--- config.mk ---
export PLATFORM = sky130hd
export DESIGN_NAME = hbus_ata_bridge
export DESIGN_NICKNAME = d
export VERILOG_FILES = /design/src/rtl/hata_pkg.sv /design/src/rtl/ata_win_decode.sv /design/src/rtl/ata_lane_swap.sv /design/src/rtl/ata_xfer_fsm.sv /design/src/rtl/hbus_ata_bridge.sv
export SDC_FILE = /design/constraint.sdc
export NUM_CORES = 1
export LEC_CHECK = 0
export BUFFER_PORTS_ARGS = -buffer_cell sky130_fd_sc_hd__buf_2
export CAP_MARGIN = 15
export CORE_MARGIN = 4
export CORE_UTILIZATION = 51
export CTS_CLUSTER_DIAMETER = 100
export CTS_CLUSTER_SIZE = 25
export DETAILED_ROUTE_END_ITERATION = 6
export PLACE_DENSITY = 0.85
export SLEW_MARGIN = 20
export SYNTH_ARGS = -nofsm -noshare
export SYNTH_HDL_FRONTEND = slang
export SYNTH_SLANG_ARGS = --single-unit
--- constraint.sdc ---
create_clock -name clk -period 3 [get_ports clk]
set_clock_uncertainty 0.2 [all_clocks]
set_input_delay 0.6 -clock clk [delete_from_list [all_inputs] [get_ports clk]]
set_output_delay 0.6 -clock clk [all_outputs]
set_load 0.02 [all_outputs]
--- src/rtl/hata_pkg.sv ---
package hata_pkg;
  localparam int DW = 16;
  localparam int BW = DW / 2;

  typedef enum logic [1:0] {
    ST_IDLE   = 2'd0,
    ST_SETUP  = 2'd1,
    ST_STROBE = 2'd2,
    ST_ACK    = 2'd3
  } xfer_state_t;
endpackage

--- src/rtl/ata_win_decode.sv ---
module ata_win_decode #(
  parameter int          HOST_AW  = 16,
  parameter int          REG_AW   = 3,
  parameter logic [15:0] WIN_BASE = 16'h01F0
) (
  input  logic [HOST_AW-1:0] addr,
  output logic               hit,
  output logic               sel_hi,
  output logic [REG_AW-1:0]  reg_addr,
  output logic               odd
);
  localparam int WIN_LSB = REG_AW + 1;
  localparam logic [HOST_AW-1:0] BASE = HOST_AW'(WIN_BASE);

  always_comb begin
    hit      = (addr[HOST_AW-1:WIN_LSB] == BASE[HOST_AW-1:WIN_LSB]);
    sel_hi   = addr[REG_AW];
    reg_addr = addr[REG_AW-1:0];
    odd      = addr[0];
  end
endmodule

--- src/rtl/ata_lane_swap.sv ---
module ata_lane_swap
  import hata_pkg::*;
(
  input  logic          wide,
  input  logic          odd,
  input  logic [DW-1:0] h_wdata,
  input  logic [DW-1:0] d_rdata,
  output logic [DW-1:0] d_wdata,
  output logic [DW-1:0] h_rdata
);
  always_comb begin
    if (wide) begin
      d_wdata = {h_wdata[BW-1:0], h_wdata[DW-1:BW]};
      h_rdata = {d_rdata[BW-1:0], d_rdata[DW-1:BW]};
    end else if (odd) begin
      d_wdata = {{BW{1'b0}}, h_wdata[BW-1:0]};
      h_rdata = {{BW{1'b0}}, d_rdata[BW-1:0]};
    end else begin
      d_wdata = {{BW{1'b0}}, h_wdata[DW-1:BW]};
      h_rdata = {d_rdata[BW-1:0], {BW{1'b0}}};
    end
  end
endmodule

--- src/rtl/ata_xfer_fsm.sv ---
module ata_xfer_fsm
  import hata_pkg::*;
#(
  parameter int SETUP_CYC  = 3,
  parameter int STROBE_CYC = 3
) (
  input  logic        clk,
  input  logic        rst_n,
  input  logic        start,
  input  logic        cap16_n,
  output xfer_state_t state,
  output logic        wide,
  output logic        last_strobe
);
  localparam int CMAX = (SETUP_CYC > STROBE_CYC) ? SETUP_CYC : STROBE_CYC;
  localparam int CW   = $clog2(CMAX + 1);

  xfer_state_t st_q, st_d;
  logic [CW-1:0] cnt_q, cnt_d;
  logic wide_q, wide_d;
  logic [1:0] sync_q;

  always_comb begin
    st_d   = st_q;
    cnt_d  = cnt_q;
    wide_d = wide_q;
    case (st_q)
      ST_IDLE: if (start) begin
        st_d  = ST_SETUP;
        cnt_d = '0;
      end
      ST_SETUP: if (cnt_q == CW'(SETUP_CYC - 1)) begin
        st_d   = ST_STROBE;
        cnt_d  = '0;
        wide_d = ~sync_q[1];
      end else begin
        cnt_d = cnt_q + 1'b1;
      end
      ST_STROBE: if (cnt_q == CW'(STROBE_CYC - 1)) begin
        st_d  = ST_ACK;
        cnt_d = '0;
      end else begin
        cnt_d = cnt_q + 1'b1;
      end
      default: st_d = ST_IDLE;
    endcase
  end

  always_ff @(posedge clk or negedge rst_n) begin
    if (!rst_n) begin
      st_q   <= ST_IDLE;
      cnt_q  <= '0;
      wide_q <= 1'b0;
      sync_q <= 2'b11;
    end else begin
      st_q   <= st_d;
      cnt_q  <= cnt_d;
      wide_q <= wide_d;
      sync_q <= {sync_q[0], cap16_n};
    end
  end

  assign state       = st_q;
  assign wide        = wide_q;
  assign last_strobe = (st_q == ST_STROBE) && (cnt_q == CW'(STROBE_CYC - 1));
endmodule

--- src/rtl/hbus_ata_bridge.sv ---
module hbus_ata_bridge
  import hata_pkg::*;
#(
  parameter int          HOST_AW    = 16,
  parameter int          REG_AW     = 3,
  parameter logic [15:0] WIN_BASE   = 16'h01F0,
  parameter int          SETUP_CYC  = 3,
  parameter int          STROBE_CYC = 3
) (
  input  logic               clk,
  input  logic               rst_n,
  input  logic               host_req,
  input  logic               host_we,
  input  logic [HOST_AW-1:0] host_addr,
  input  logic [15:0]        host_wdata,
  output logic [15:0]        host_rdata,
  output logic               host_ack,
  output logic               dev_cs0_n,
  output logic               dev_cs1_n,
  output logic [REG_AW-1:0]  dev_addr,
  output logic               dev_rd_n,
  output logic               dev_wr_n,
  output logic [15:0]        dev_dout,
  output logic               dev_doe,
  input  logic [15:0]        dev_din,
  input  logic               dev_iocs16_n
);
  logic [1:0] rst_sync_q;
  logic       rst_int_n;

  always_ff @(posedge clk or negedge rst_n) begin
    if (!rst_n) rst_sync_q <= 2'b00;
    else        rst_sync_q <= {rst_sync_q[0], 1'b1};
  end
  assign rst_int_n = rst_sync_q[1];

  logic              hit, sel_hi_c, odd_c;
  logic [REG_AW-1:0] reg_c;

  ata_win_decode #(.HOST_AW(HOST_AW), .REG_AW(REG_AW), .WIN_BASE(WIN_BASE)) u_dec (
    .addr(host_addr), .hit(hit), .sel_hi(sel_hi_c), .reg_addr(reg_c), .odd(odd_c)
  );

  xfer_state_t st;
  logic        wide, last_strobe, accept;

  assign accept = host_req && hit && (st == ST_IDLE);

  ata_xfer_fsm #(.SETUP_CYC(SETUP_CYC), .STROBE_CYC(STROBE_CYC)) u_fsm (
    .clk(clk), .rst_n(rst_int_n), .start(accept), .cap16_n(dev_iocs16_n),
    .state(st), .wide(wide), .last_strobe(last_strobe)
  );

  logic              sel_hi_q, odd_q, we_q;
  logic [REG_AW-1:0] reg_q;
  logic [DW-1:0]     wd_q, rd_q, rd_c, dw_c;

  always_ff @(posedge clk or negedge rst_int_n) begin
    if (!rst_int_n) begin
      sel_hi_q <= 1'b0;
      odd_q    <= 1'b0;
      we_q     <= 1'b0;
      reg_q    <= '0;
      wd_q     <= '0;
    end else if (accept) begin
      sel_hi_q <= sel_hi_c;
      odd_q    <= odd_c;
      we_q     <= host_we;
      reg_q    <= reg_c;
      wd_q     <= host_wdata;
    end
  end

  ata_lane_swap u_lane (
    .wide(wide), .odd(odd_q), .h_wdata(wd_q), .d_rdata(dev_din),
    .d_wdata(dw_c), .h_rdata(rd_c)
  );

  always_ff @(posedge clk or negedge rst_int_n) begin
    if (!rst_int_n)                rd_q <= '0;
    else if (last_strobe && !we_q) rd_q <= rd_c;
  end

  logic active, strobe;
  assign active = (st != ST_IDLE);
  assign strobe = (st == ST_STROBE);

  assign dev_cs0_n  = !(active && !sel_hi_q);
  assign dev_cs1_n  = !(active &&  sel_hi_q);
  assign dev_addr   = reg_q;
  assign dev_rd_n   = !(strobe && !we_q);
  assign dev_wr_n   = !(strobe &&  we_q);
  assign dev_doe    = strobe && we_q;
  assign dev_dout   = dw_c;
  assign host_rdata = rd_q;
  assign host_ack   = (st == ST_ACK);
endmodule

; Yosys cells after proc, flatten, opt, wreduce, memory -nomap -nowiden
; Cells that the tools add are included.
; Widths: inputs -> output; s select.
[word_totals]
ff_bits = 47
input_bits = 53
out_inout_bits = 41
wordCells = 53
[classes]
add_sub_neg = 1
eq_ne = 8
muxes = 11
bitwise = 1
n_reduce_logical = 21
[ops]
columns = operator, n
row1 = $mux 16, 3
row2 = $eq 12x5->1 const B, 1
row3 = $mux 2, 5
row4 = $logic_and 1x1->1, 8
row5 = $mux 8, 1
row6 = $eq 2x2->1 const B, 3
row7 = $logic_not 1->1, 6
row8 = $pmux 2 s3, 1
row9 = $ne 2x1->1 const B, 2
row10 = $pmux 2 s2, 1
row11 = $reduce_and 2->1, 2
row12 = $reduce_bool 2->1, 2
row13 = $reduce_and 3->1, 1
row14 = $add 2x1->2 const B, 1
row15 = $eq 2x1->1 const B, 1
row16 = $logic_not 2->1, 1
row17 = $ne 2x2->1 const B, 1
row18 = $reduce_or 2->1, 1
row19 = $not 1->1, 1

; Longest topological paths before layout
[logic_depth]
word_depth = 5
ltp_mapped = 8
depth_no_buf = 6

; By module
; Synthesis repeated with hierarchy kept, for this count alone.
[hier_totals]
hier_cells = 169
area_unflattened_um2 = 2402.3
[modules_own_cells]
columns = mod, instances, cells_each, area_per_inst_um2, seq_area_each_um2
row1 = hbus_ata_bridge, 1, 92, 1620.3, 1001.0
row2 = ata_xfer_fsm, 1, 30, 381.6, 177.7
row3 = ata_lane_swap, 1, 38, 321.6, 0.0
row4 = ata_win_decode, 1, 9, 78.8, 0.0

; Least setup slack after synthesis
; Ideal clock, no wire load.
[synth_path]
path_kind = register -> output
start = reg u_fsm.wide_q, in the netlist u_fsm.wide
end = out dev_dout[0]
t_arrival_ps = 1318
required_time_ps = 2200
slack_ps = 882
stages_incl_launch_ff = 7
path_cell_list = dfrtp_1 buf_2 nor2b_1 clkbuf_1 clkbuf_1 nand2_1 nand2_1
[synth_via]
elab_chain_cells = 1
[synth_lines]
columns = item, line_no
row1 = start: declaration, ata_xfer_fsm.sv:20  ; logic wide_q, wide_d;
row2 = start signal: assignment, ata_xfer_fsm.sv:58  ; wide_q <= wide_d;
row3 = $mux 16, ata_lane_swap.sv:12  ; if (wide) begin
row4 = end: declaration, hbus_ata_bridge.sv:23  ; output logic [15:0] dev_dout,
; Every way passes these cells.

; Worst setup path after layout
[layout_path]
start = reg u_fsm.wide_q, in the netlist u_fsm.wide
end = out dev_dout[7]
; Same word-level chain as after synthesis.

==> impl_results.md <==
* Status: completed
* Crit path DAT at 1700 ps
* Switching pwr at 753 uW
* Syn. warnings at 0
* Wirelength, routed at 4.88 mm
* Die ar. at 0.00540 sq mm
* Net Sw Frac at 0.363
* Hold Violations, Final at 0
* R2r setup slk at 1010 ps
* Starting Density at 0.535
* Crit Path Category: reg -> out
* Most frequent cells in the layout: buf_2, nand2_1, dfrtp_1, mux2_4, nor2_1
* DRT Pass-1 Iters at 4
* Fmax at 399 MHz
* Clock share of power at 0.210
* Iteration-0 DRC count of the detailed router at 106
* Area of the core at 0.00409 sq mm
* Leakage at 1.60 nW
* Max Cap Viol at 0
* Slew Limit Fails at 0
* # port buffers at 93
* Post-DP HPWL at 3.75 mm
* Syn Std Cell Area at 0.00219 sq mm
* #FFs+latches synth at 46
* Top FF cell, synth: dfrtp_1
* TNS Setup at 0 ps
* FILL cells at 314
* Worst endpoint required time at 2200 ps
* Initial antenna violation count at 0
* Total power at 2.08 mW
* Post-synth EDFFs at 0
* Synth Net Count at 258
* Num ports at 94
* Synth cell types at 30
* Gate power share at 0.368
* Die width at 73.5 um
* TritonCTS Sinks at 46
* PwrDens at 744 mW/mm^2
* Fin crit share at 0.835
* Cell-internal power at 1.32 mW
* Reg power frac at 0.421
* Routability cong. at 0.784
* GRT Residual Overflow at 0
* Final setup vio count at 0
* Area growth syn-to-layout at 27.7%
* Total CTS buffers at 5
* Vias per cell at 4.95
* Htree depth at 2
* Peak VDD IR at 0.358 mV
* Worst min-delay path category: reg -> reg
* Nets@finish at 350
* Crit path launch type: register
* CP Max Fanout at 16
* Number of global-route vias before repair at 1736
* Remaining DRCs at 0
* Final ANT Viol Nets at 0
* Unrepaired setup endpoints after global routing: no
* ANT cells at 0
* GRT Util Overall at 0.189
* Tmin final at 2500 ps
* Clock root buffer: clkbuf_8
* Post-Synthesis Cells at 200
* Ys async rst share at 1.00
* Maximum root-to-sink buffer count at 2
* Via count at 1699
* Largest net degree at the start of global routing at 45
* CP Capture Type: output pin
* Register area at 0.00115 sq mm
* Chip Height at 73.5 um
* Worst-Margin Slew at 912 ps
* Fin Hold WS at 157 ps
* Clock Pin Slew Worst Setup and Hold Paths at 80 ps
* Proportion of layout cells with a drive suffix above 1 at 0.447
* Rel. slew slack at 0.392
* Area occupied by multi-input gates at 947 sq um
* First-pass GRT wire length at 7.98 mm
* Most common cell after layout, fill and taps aside: buf_2
* Clk_lat worst skew at 280 ps
* Post-synthesis area per instance at 10.9 sq um
* CTS tree: yes
* Wirelength per Cell at 14.2 um
* Sequential element share of the synthesized area at 0.528
* Rows at 23
==> cells in the mapped netlist (2+ instances only) <==
library cell,n,share of area
mux2_2,2,0.010
dfrtp_1,44,0.50
ha_1,5,0.029
clkbuf_1,8,0.014
inv_1,4,0.0069
mux2_4,20,0.14
buf_6,2,0.010
a32o_1,2,0.0092
dfstp_2,2,0.024
nor2_1,20,0.034
nand3_1,8,0.018
a21oi_1,2,0.0046
and2_1,8,0.023
a221oi_1,8,0.032
nor2b_1,5,0.014
nand2_1,43,0.074
buf_2,2,0.0046
nand2b_1,3,0.0086
==> cell families after synthesis <==
group	share of synthesized area
flops	0.528
other cells	0.00172
mux	0.152
simple gates	0.195
buf+inv	0.0389
fa+ha+maj	0.0286
compound gates	0.0555
==> worst max-delay path, cell delays in order (launching register included) <==
cell and delay (ps):
dfrtp_1 470, nand2b_1 570, nand2_1 120, nand2_1 90
buf_2 160
==> sequential cells by signal (all words and copies together), names as in the netlist <==
register      cells
rst_sync_q        2
u_fsm.cnt_q       2
we_q              1
u_fsm.wide        1
sel_hi_q          1
u_fsm.state       2
host_rdata       16
wd_q             16
u_fsm.sync_q      2
dev_addr          3
==> path summary, 6_finish.rpt <==
check / from / end / depth (start not counted)
setup / recovery: u_fsm.wide / dev_dout[7] / 4
hold / removal: rst_sync_q[0] / rst_sync_q[1] / 0
setup reg to reg: u_fsm.state[0] / host_rdata[7] / 6
hold reg to reg: rst_sync_q[0] / rst_sync_q[1] / 0
max in group asynchronous: rst_sync_q[1] / host_rdata[13] / 0
min in group asynchronous: rst_sync_q[1] / sel_hi_q / 0
==> routing by layer <==
metal	wire length, um	up-vias	GRT usage
met1	2040	782	0.249
met2	2400	66	0.315
li1	-	847	-
met5	0	-	0
met3	411	4	0.0506
met4	25	0	0.0382
==> repair_timing <==
action,4_1_cts,5_1_grt
buffers inserted,0,0
gates resized for setup,0,0
hold endpoints to repair,2,0
hold buffers,1,0
==> layout make-up <==
| type | count | area share |
|---|---|---|
| Clock inverter | 1 | 0.0108 |
| Inverter | 4 | 0.00538 |
| Timing Repair Buffer | 98 | 0.181 |
| Clock buffer | 7 | 0.0273 |
| Multi-Input combinational cell | 137 | 0.339 |
| Sequential cell | 46 | 0.414 |
| Tap cell | 50 | 0.0224 |
==> power by group through the flow <==
stage	combinational, mW	clock, mW	sequential, mW
after floorplan	0.392	0	1.01
after global placement	0.754	0	0.883
after detailed placement	0.774	0	0.891
after CTS	0.776	0.448	0.877
after global routing	0.842	0.478	0.898
final	0.766	0.437	0.875
==> metrics by stage <==
| step | utilization | cells | instance area [sq um] | setup slack, ps |
|---|---|---|---|---|
| after floorplan | - | 200 | 2190 | 882 |
| after global placement | 0.655 | 334 | 2680 | 780 |
| after detailed placement | 0.655 | 334 | 2680 | 703 |
| after CTS | 0.683 | 343 | 2790 | 484 |
| after global routing | 0.683 | 343 | 2790 | 282 |
| final | 0.683 | 343 | 2790 | 496 |
(Power assumes the default switching activity.)
